**config.mk**
```make
export PLATFORM = sky130hd
export DESIGN_NAME = srb_sequencer
export DESIGN_NICKNAME = d
export VERILOG_FILES = /design/src/rtl/srb_pkg.sv /design/src/rtl/srb_ctrl.sv /design/src/rtl/srb_datapath.sv /design/src/rtl/srb_sequencer.sv
export SDC_FILE = /design/constraint.sdc
export NUM_CORES = 1
export LEC_CHECK = 0
export ABC_AREA = 1
export BUFFER_PORTS_ARGS = -buffer_cell sky130_fd_sc_hd__buf_4
export CAP_MARGIN = 10
export CORE_ASPECT_RATIO = 0.7
export CORE_MARGIN = 1
export CORE_UTILIZATION = 57
export CTS_BUF_LIST = sky130_fd_sc_hd__clkbuf_16
export DETAILED_ROUTE_END_ITERATION = 10
export HOLD_SLACK_MARGIN = 0.02
export PLACE_DENSITY_LB_ADDON = 0.2
export SYNTH_ARGS = -nofsm -noshare
export SYNTH_HDL_FRONTEND = slang
export SYNTH_SLANG_ARGS = --single-unit
```
**constraint.sdc**
```tcl
create_clock -name clk -period 3 [get_ports clk]
set_input_delay 0.6 -clock clk [delete_from_list [all_inputs] [get_ports clk]]
set_output_delay 0.6 -clock clk [all_outputs]
set_load 0.03 [all_outputs]
```
**src/rtl/srb_pkg.sv**
```systemverilog
package srb_pkg;
  localparam int DATA_W = 8;
  localparam int ADDR_W = 7;
  localparam int BIT_CNT_W = $clog2(DATA_W);
  localparam logic [BIT_CNT_W-1:0] BIT_LAST = BIT_CNT_W'(DATA_W - 1);

  localparam logic [ADDR_W-1:0] A_PROD  = 7'h00;
  localparam logic [ADDR_W-1:0] A_REV   = 7'h01;
  localparam logic [ADDR_W-1:0] A_MSTAT = 7'h02;
  localparam logic [ADDR_W-1:0] A_DX    = 7'h03;
  localparam logic [ADDR_W-1:0] A_DY    = 7'h04;
  localparam logic [ADDR_W-1:0] A_QUAL  = 7'h05;
  localparam logic [ADDR_W-1:0] A_SHH   = 7'h06;
  localparam logic [ADDR_W-1:0] A_SHL   = 7'h07;
  localparam logic [ADDR_W-1:0] A_PMAX  = 7'h08;
  localparam logic [ADDR_W-1:0] A_PSUM  = 7'h09;
  localparam logic [ADDR_W-1:0] A_DHI   = 7'h0C;
  localparam logic [ADDR_W-1:0] A_PWR   = 7'h0D;
  localparam logic [ADDR_W-1:0] A_CFG   = 7'h0E;
  localparam logic [ADDR_W-1:0] A_SRST  = 7'h3A;
  localparam logic [ADDR_W-1:0] A_START = 7'h42;
  localparam logic [ADDR_W-1:0] A_STOP  = 7'h44;
  localparam logic [ADDR_W-1:0] A_BURST = 7'h63;

  localparam logic [ADDR_W-1:0] START_DEF = A_DX;
  localparam logic [ADDR_W-1:0] STOP_DEF  = A_PSUM;
  localparam logic [DATA_W-1:0] SRST_KEY  = 8'h5A;
  localparam logic [DATA_W-1:0] PWR_KEY   = 8'h02;

  typedef enum logic [1:0] {PH_ADDR, PH_WRDATA, PH_RDDATA} phase_e;

  typedef struct packed {
    logic              shiftEn;
    logic              loadEn;
    logic [ADDR_W-1:0] loadAddr;
    logic              wrEn;
    logic [ADDR_W-1:0] wrAddr;
  } ctrlStrb_t;

  // burst walk: the upper motion bits are spliced in after the Y delta
  function automatic logic [ADDR_W-1:0] burstNext(input logic [ADDR_W-1:0] cur,
                                                  input logic mode12);
    if (cur == A_DY && mode12) return A_DHI;
    if (cur == A_DHI)          return A_QUAL;
    return cur + 7'd1;
  endfunction

  function automatic logic burstStop(input logic [ADDR_W-1:0] cur,
                                     input logic [ADDR_W-1:0] stopAddr);
    return (cur == stopAddr) || (cur == A_PSUM);
  endfunction

  function automatic logic startOk(input logic [DATA_W-1:0] v);
    return (v <= 8'h02) || (v >= 8'h05 && v <= 8'h08);
  endfunction

  function automatic logic stopOk(input logic [DATA_W-1:0] v,
                                  input logic [ADDR_W-1:0] startAddr,
                                  input logic mode12);
    logic inSet;
    inSet = (v >= 8'h01 && v <= 8'h02) || (v >= 8'h04 && v <= 8'h09) ||
            (v == 8'h0C && mode12);
    return inSet && (v > {1'b0, startAddr});
  endfunction
endpackage

```
**src/rtl/srb_ctrl.sv**
```systemverilog
module srb_ctrl
  import srb_pkg::*;
(
  input  logic              clk,
  input  logic              rstN,
  input  logic              sclk,
  input  logic              csN,
  input  logic [DATA_W-1:0] rxByte,
  input  logic [ADDR_W-1:0] startAddr,
  input  logic [ADDR_W-1:0] stopAddr,
  input  logic              mode12,
  output ctrlStrb_t         strb,
  output logic              sdioOe
);
  logic                 sclkQ;
  logic                 sclkRise;
  logic                 byteDone;
  phase_e               phase;
  logic [BIT_CNT_W-1:0] bitCnt;
  logic                 burstOn;
  logic [ADDR_W-1:0]    cursor;
  logic [ADDR_W-1:0]    wrAddrQ;
  logic [ADDR_W-1:0]    rxAddr;
  logic                 rxIsWrite;

  assign sclkRise  = sclk & ~sclkQ & ~csN;
  assign byteDone  = sclkRise && (bitCnt == BIT_LAST);
  assign rxAddr    = rxByte[ADDR_W-1:0];
  assign rxIsWrite = rxByte[DATA_W-1];
  assign sdioOe    = (phase == PH_RDDATA) && !csN;

  always_comb begin
    strb = '0;
    strb.wrAddr = wrAddrQ;
    strb.shiftEn = sclkRise;
    if (byteDone) begin
      unique case (phase)
        PH_ADDR: begin
          if (!rxIsWrite) begin
            strb.loadEn   = 1'b1;
            strb.loadAddr = (rxAddr == A_BURST) ? startAddr : rxAddr;
          end
        end
        PH_WRDATA: strb.wrEn = 1'b1;
        PH_RDDATA: begin
          if (burstOn && !burstStop(cursor, stopAddr)) begin
            strb.loadEn   = 1'b1;
            strb.loadAddr = burstNext(cursor, mode12);
          end
        end
        default: ;
      endcase
    end
  end

  always_ff @(posedge clk or negedge rstN) begin
    if (!rstN) begin
      sclkQ   <= 1'b1;
      phase   <= PH_ADDR;
      bitCnt  <= '0;
      burstOn <= 1'b0;
      cursor  <= '0;
      wrAddrQ <= '0;
    end else begin
      sclkQ <= sclk;
      if (csN) begin
        phase   <= PH_ADDR;
        bitCnt  <= '0;
        burstOn <= 1'b0;
      end else if (sclkRise) begin
        bitCnt <= bitCnt + 1'b1;
        if (byteDone) begin
          unique case (phase)
            PH_ADDR: begin
              if (rxIsWrite) begin
                wrAddrQ <= rxAddr;
                phase   <= PH_WRDATA;
              end else begin
                phase   <= PH_RDDATA;
                burstOn <= (rxAddr == A_BURST);
                cursor  <= (rxAddr == A_BURST) ? startAddr : rxAddr;
              end
            end
            PH_WRDATA: phase <= PH_ADDR;
            PH_RDDATA: begin
              if (burstOn && !burstStop(cursor, stopAddr)) begin
                cursor <= burstNext(cursor, mode12);
              end else begin
                phase   <= PH_ADDR;
                burstOn <= 1'b0;
              end
            end
            default: phase <= PH_ADDR;
          endcase
        end
      end
    end
  end

  AST_CS_IDLE: assert property (@(posedge clk) disable iff (!rstN)
    csN |=> (phase == PH_ADDR && !burstOn && bitCnt == '0));
  AST_OE_AFTER_LOAD: assert property (@(posedge clk) disable iff (!rstN)
    strb.loadEn |=> (csN || sdioOe));
  AST_BURST_IN_READ: assert property (@(posedge clk) disable iff (!rstN)
    burstOn |-> (phase == PH_RDDATA));
  AST_CURSOR_RANGE: assert property (@(posedge clk) disable iff (!rstN)
    burstOn |-> (cursor <= A_PSUM || cursor == A_DHI));
endmodule

```
**src/rtl/srb_datapath.sv**
```systemverilog
module srb_datapath
  import srb_pkg::*;
#(
  parameter logic [DATA_W-1:0] PRODUCT_ID  = 8'h31,
  parameter logic [DATA_W-1:0] REVISION_ID = 8'h03
) (
  input  logic              clk,
  input  logic              rstN,
  input  ctrlStrb_t         strb,
  input  logic              sdioIn,
  input  logic [DATA_W-1:0] motionStat,
  input  logic [DATA_W-1:0] deltaX,
  input  logic [DATA_W-1:0] deltaY,
  input  logic [DATA_W-1:0] surfQual,
  input  logic [DATA_W-1:0] shutHi,
  input  logic [DATA_W-1:0] shutLo,
  input  logic [DATA_W-1:0] pixMax,
  input  logic [DATA_W-1:0] pixSum,
  input  logic [DATA_W-1:0] deltaHigh,
  output logic [DATA_W-1:0] rxByte,
  output logic              sdioOut,
  output logic [ADDR_W-1:0] startAddr,
  output logic [ADDR_W-1:0] stopAddr,
  output logic              mode12,
  output logic              powerDown
);
  logic [DATA_W-1:0] shReg;
  logic [DATA_W-1:0] rdVal;
  logic              softRst;

  assign rxByte  = {shReg[DATA_W-2:0], sdioIn};
  assign sdioOut = shReg[DATA_W-1];
  assign softRst = strb.wrEn && (strb.wrAddr == A_SRST) && (rxByte == SRST_KEY);

  always_comb begin
    rdVal = '0;
    if (!powerDown) begin
      unique case (strb.loadAddr)
        A_PROD:  rdVal = PRODUCT_ID;
        A_REV:   rdVal = REVISION_ID;
        A_MSTAT: rdVal = motionStat;
        A_DX:    rdVal = deltaX;
        A_DY:    rdVal = deltaY;
        A_QUAL:  rdVal = surfQual;
        A_SHH:   rdVal = shutHi;
        A_SHL:   rdVal = shutLo;
        A_PMAX:  rdVal = pixMax;
        A_PSUM:  rdVal = pixSum;
        A_DHI:   rdVal = deltaHigh;
        A_CFG:   rdVal = {{(DATA_W-1){1'b0}}, mode12};
        A_START: rdVal = {1'b0, startAddr};
        A_STOP:  rdVal = {1'b0, stopAddr};
        default: rdVal = '0;
      endcase
    end
  end

  always_ff @(posedge clk or negedge rstN) begin
    if (!rstN) begin
      shReg <= '0;
    end else if (strb.loadEn) begin
      shReg <= rdVal;
    end else if (strb.shiftEn) begin
      shReg <= rxByte;
    end
  end

  always_ff @(posedge clk or negedge rstN) begin
    if (!rstN) begin
      startAddr <= START_DEF;
      stopAddr  <= STOP_DEF;
      mode12    <= 1'b0;
      powerDown <= 1'b0;
    end else if (softRst) begin
      startAddr <= START_DEF;
      stopAddr  <= STOP_DEF;
      mode12    <= 1'b0;
      powerDown <= 1'b0;
    end else if (strb.wrEn && !powerDown) begin
      unique case (strb.wrAddr)
        A_START: if (startOk(rxByte)) startAddr <= rxByte[ADDR_W-1:0];
        A_STOP:  if (stopOk(rxByte, startAddr, mode12)) stopAddr <= rxByte[ADDR_W-1:0];
        A_CFG:   mode12 <= rxByte[0];
        A_PWR:   if (rxByte == PWR_KEY) powerDown <= 1'b1;
        default: ;
      endcase
    end
  end

  AST_START_KEEP: assert property (@(posedge clk) disable iff (!rstN)
    (strb.wrEn && strb.wrAddr == A_START && !startOk(rxByte)) |=> $stable(startAddr));
  AST_STOP_KEEP: assert property (@(posedge clk) disable iff (!rstN)
    (strb.wrEn && strb.wrAddr == A_STOP && !stopOk(rxByte, startAddr, mode12))
      |=> $stable(stopAddr));
  AST_SOFT_RESET: assert property (@(posedge clk) disable iff (!rstN)
    softRst |=> (startAddr == START_DEF && stopAddr == STOP_DEF && !mode12 && !powerDown));
  AST_PD_HOLD: assert property (@(posedge clk) disable iff (!rstN)
    (powerDown && !softRst) |=> powerDown);
  AST_PD_READ_ZERO: assert property (@(posedge clk) disable iff (!rstN)
    (powerDown && strb.loadEn) |=> (shReg == '0));
endmodule

```
**src/rtl/srb_sequencer.sv**
```systemverilog
module srb_sequencer
  import srb_pkg::*;
#(
  parameter logic [7:0] PRODUCT_ID  = 8'h31,
  parameter logic [7:0] REVISION_ID = 8'h03
) (
  input  logic       clk,
  input  logic       rstN,
  input  logic       sclk,
  input  logic       csN,
  input  logic       sdioIn,
  output logic       sdioOut,
  output logic       sdioOe,
  input  logic [7:0] motionStat,
  input  logic [7:0] deltaX,
  input  logic [7:0] deltaY,
  input  logic [7:0] surfQual,
  input  logic [7:0] shutHi,
  input  logic [7:0] shutLo,
  input  logic [7:0] pixMax,
  input  logic [7:0] pixSum,
  input  logic [7:0] deltaHigh,
  output logic       powerDown
);
  ctrlStrb_t         strb;
  logic [DATA_W-1:0] rxByte;
  logic [ADDR_W-1:0] startAddr;
  logic [ADDR_W-1:0] stopAddr;
  logic              mode12;

  srb_ctrl ctrl_i (
    .clk(clk), .rstN(rstN), .sclk(sclk), .csN(csN), .rxByte(rxByte),
    .startAddr(startAddr), .stopAddr(stopAddr), .mode12(mode12),
    .strb(strb), .sdioOe(sdioOe)
  );

  srb_datapath #(.PRODUCT_ID(PRODUCT_ID), .REVISION_ID(REVISION_ID)) dp_i (
    .clk(clk), .rstN(rstN), .strb(strb), .sdioIn(sdioIn),
    .motionStat(motionStat), .deltaX(deltaX), .deltaY(deltaY),
    .surfQual(surfQual), .shutHi(shutHi), .shutLo(shutLo),
    .pixMax(pixMax), .pixSum(pixSum), .deltaHigh(deltaHigh),
    .rxByte(rxByte), .sdioOut(sdioOut), .startAddr(startAddr),
    .stopAddr(stopAddr), .mode12(mode12), .powerDown(powerDown)
  );
endmodule

```
==> flow_metrics.tcl <==
set metrics [dict create \
    status "finished, final reports clean" \
    cts_hold_buf 0 \
    grt_first_pass_wirelength_microns 22600 \
    hold-worst-slack_ps 294 \
    ys_seq_area_share_pct 26.7 \
    multi_input_area_sq_um 2740 \
    synth_cell_types 45 \
    finalCriticalPeriod_ps 2830 \
    pin_count 80 \
    cp.required_ps 3180 \
    grt-busiest-layer "met2" \
    async_reset_ff_share_pct 100 \
    leakagePower_nw 2.72 \
    grt_max_degree 46 \
    synth_warnings 0 \
    nets 874 \
    tns_ps 0 \
    die_y_microns 74.1 \
    synth_area_sq_um 4240 \
    fillers 555 \
    ant_nets 0 \
    layout.cells.most_common "nand2_1" \
    layout-drive-gt1-share_pct 21.8 \
    place_congestion 0.984 \
    drc 0 \
    cp_max_fo 9 \
    viasPerCell 5.80 \
    period_share_pct 94.4 \
    die_area_sq_um 7790 \
    grtUsageMet2_pct 56.7 \
    utilization_pct 74.9 \
    grt_pass1_vias 4615 \
    finalClockSkew_ps 7.44 \
    initial_core_util_pct 60.8 \
    cts_sinks 45 \
    gr-total-overflow 0 \
    synthFlopType "dfrtp_1" \
    dieWidth_microns 105 \
    ir_drop_uv 355 \
    slew_headroom_pct 62.1 \
    yosys_register_bits 45 \
    final_cell_mix "nand2_1, buf_4, nor2_1" \
    place.port_buffers 79 \
    clockBufferDepth 2 \
    maxCapViolCount 0 \
    arrival_ps 3010 \
    rows 25 \
    synth_edf_count 0 \
    worst_pin_slew_ps 569 \
    cts_tree "done" \
    clk_latency_ps 290 \
    drt_pass1_iterations 7 \
    drt-wirelength-per-cell_microns 16.4 \
    drt_iter0_drc 465 \
    vias 5102 \
    hold_violations 0 \
    powerDensity_nw_per_um2 342 \
    cts_buffers 5 \
    hpwl_microns 11300 \
    seq_area_sq_um 1130 \
    fmax_mhz 353 \
    num_antenna_cells 0 \
    cts-root-buf "clkbuf_16" \
    postSynthNetCount 783 \
    cp-end-kind "flip-flop" \
    use_met3_pct 13.2 \
    syn_avg_cell_area_sq_um 6.11 \
    syn2layout_area_growth_pct 23.3 \
    h-tree-depth 2 \
    use_met1_pct 51.0 \
    wirelength_microns 14400 \
    track_usage_pct 37.5 \
    coreArea_sq_um 6980 \
    clk_pin_slew_worst_paths_ps 70 \
    syn-instance-count 694 \
    startpoint_type "flip-flop" \
    drv_slew 0 \
    setup_viol 0 \
    power.total_w 0.00179 \
    setup.worst_path.class "reg2reg" \
    hold_class "in2async" \
    antenna_found_initial 0 \
]
## synthesized netlist by cell type (7+ instances only)
| cell type | number | area, sq um |
|---|---|---|
| a21oi_1 | 15 | 75.1 |
| dfrtp_1 | 40 | 1000 |
| ha_1 | 12 | 150 |
| inv_1 | 77 | 289 |
| inv_2 | 11 | 41.3 |
| nand2_1 | 210 | 788 |
| nand2_2 | 8 | 50.1 |
| nand3_1 | 80 | 400 |
| nand4_1 | 16 | 100 |
| nor2_1 | 86 | 323 |
| nor2_2 | 10 | 62.6 |
| nor2_4 | 11 | 124 |
| nor3_1 | 7 | 35.0 |
| o21ai_0 | 49 | 245 |
## what timing repair did
item	4_1_cts	5_1_grt
gates resized for setup	0	15
endpoints found under the setup margin	0	8
buffers inserted	0	4
## power by group
part	switching (W)	leakage [nW]	internal, W
combinational	0.000292	2.13	0.000169
sequential	0.0000376	0.508	0.000633
clock	0.000257	0.0819	0.000399
## layout make-up
class / count / area share, %
Multi-Input combinational cell: 546 / 52.4
Sequential cell: 45 / 21.7
Timing Repair Buffer: 96 / 13.8
Inverter: 91 / 6.56
Clock buffer: 5 / 2.40
Tap cell: 94 / 2.25
Clock inverter: 3 / 0.934
## per-layer routing
metal	up-vias	share of wire, %
met3	43	13
met5	-	0
li1	2432	-
met1	2333	42
met4	0	2.5
met2	294	43
## critical path, cell delays in order (launching register included)
cell and delay [ps]:
dfrtp_1 470, inv_2 210, nand2_1 120, nor2_4 150
nand2_2 120, o21ai_1 230, nand2_1 90, nand2_2 140
nand2_1 120, nand2_4 120, inv_2 100, nand3_1 110
nand2_1 50, nor2_1 200, nand2_1 110, nor2_2 160
nor2_4 60, nand2_1 60, a21oi_1 60
## worst paths after layout
| path | startpoint | slack, ps | depth (start not counted) | to |
|---|---|---|---|---|
| max | dp_i.shReg[1]$_DFFE_PN0P_ | 170 | 18 | dp_i.shReg[2]$_DFFE_PN0P_ |
| min | rstN | 290 | 1 | ctrl_i.cursor[4]$_DFFE_PN0P_ |
| max reg2reg | dp_i.shReg[1]$_DFFE_PN0P_ | 170 | 18 | dp_i.shReg[2]$_DFFE_PN0P_ |
| min reg2reg | ctrl_i.bitCnt[2]$_DFFE_PN0P_ | 530 | 1 | ctrl_i.bitCnt[2]$_DFFE_PN0P_ |
| max in group asynchronous | rstN | 2310 | 1 | dp_i.powerDown$_DFFE_PN0P_ |
| min in group clk | sclk | 430 | 1 | ctrl_i.sclkQ$_DFF_PN1_ |
## sequential cells by signal (all words and copies together) (netlist names)
register / count
ctrl_i.wrAddrQ: 7
ctrl_i.sclkQ: 1
dp_i.mode12: 1
dp_i.stopAddr: 7
dp_i.powerDown: 1
ctrl_i.phase: 2
ctrl_i.burstOn: 1
dp_i.startAddr: 7
ctrl_i.cursor: 7
dp_i.shReg: 8
ctrl_i.bitCnt: 3
## kinds of logic (layout without fill, tap and decap cells)
kind of cell               after synthesis  count (layout)  synth area share (%)
adders and majority gates               12              12                  3.54
DFF                                     45              45                  26.7
AOI/OAI and AO/OA                       83              83                  10.9
and+or+nand+nor                        450             450                  49.0
buffers and inverters                  103             195                  9.71
xor gates and xnor gates                 1               1                 0.207
## per-stage QoR
stage | area (sq um) | cells | worst slack [ps]
final | 5220 | 880 | 167
after floorplan | 4240 | 694 | 598
after global routing | 5220 | 880 | -16.7
after detailed placement | 4980 | 868 | 96.6
after CTS | 5150 | 876 | 179
after global placement | 4980 | 868 | 167
(Power assumes the default switching activity.)
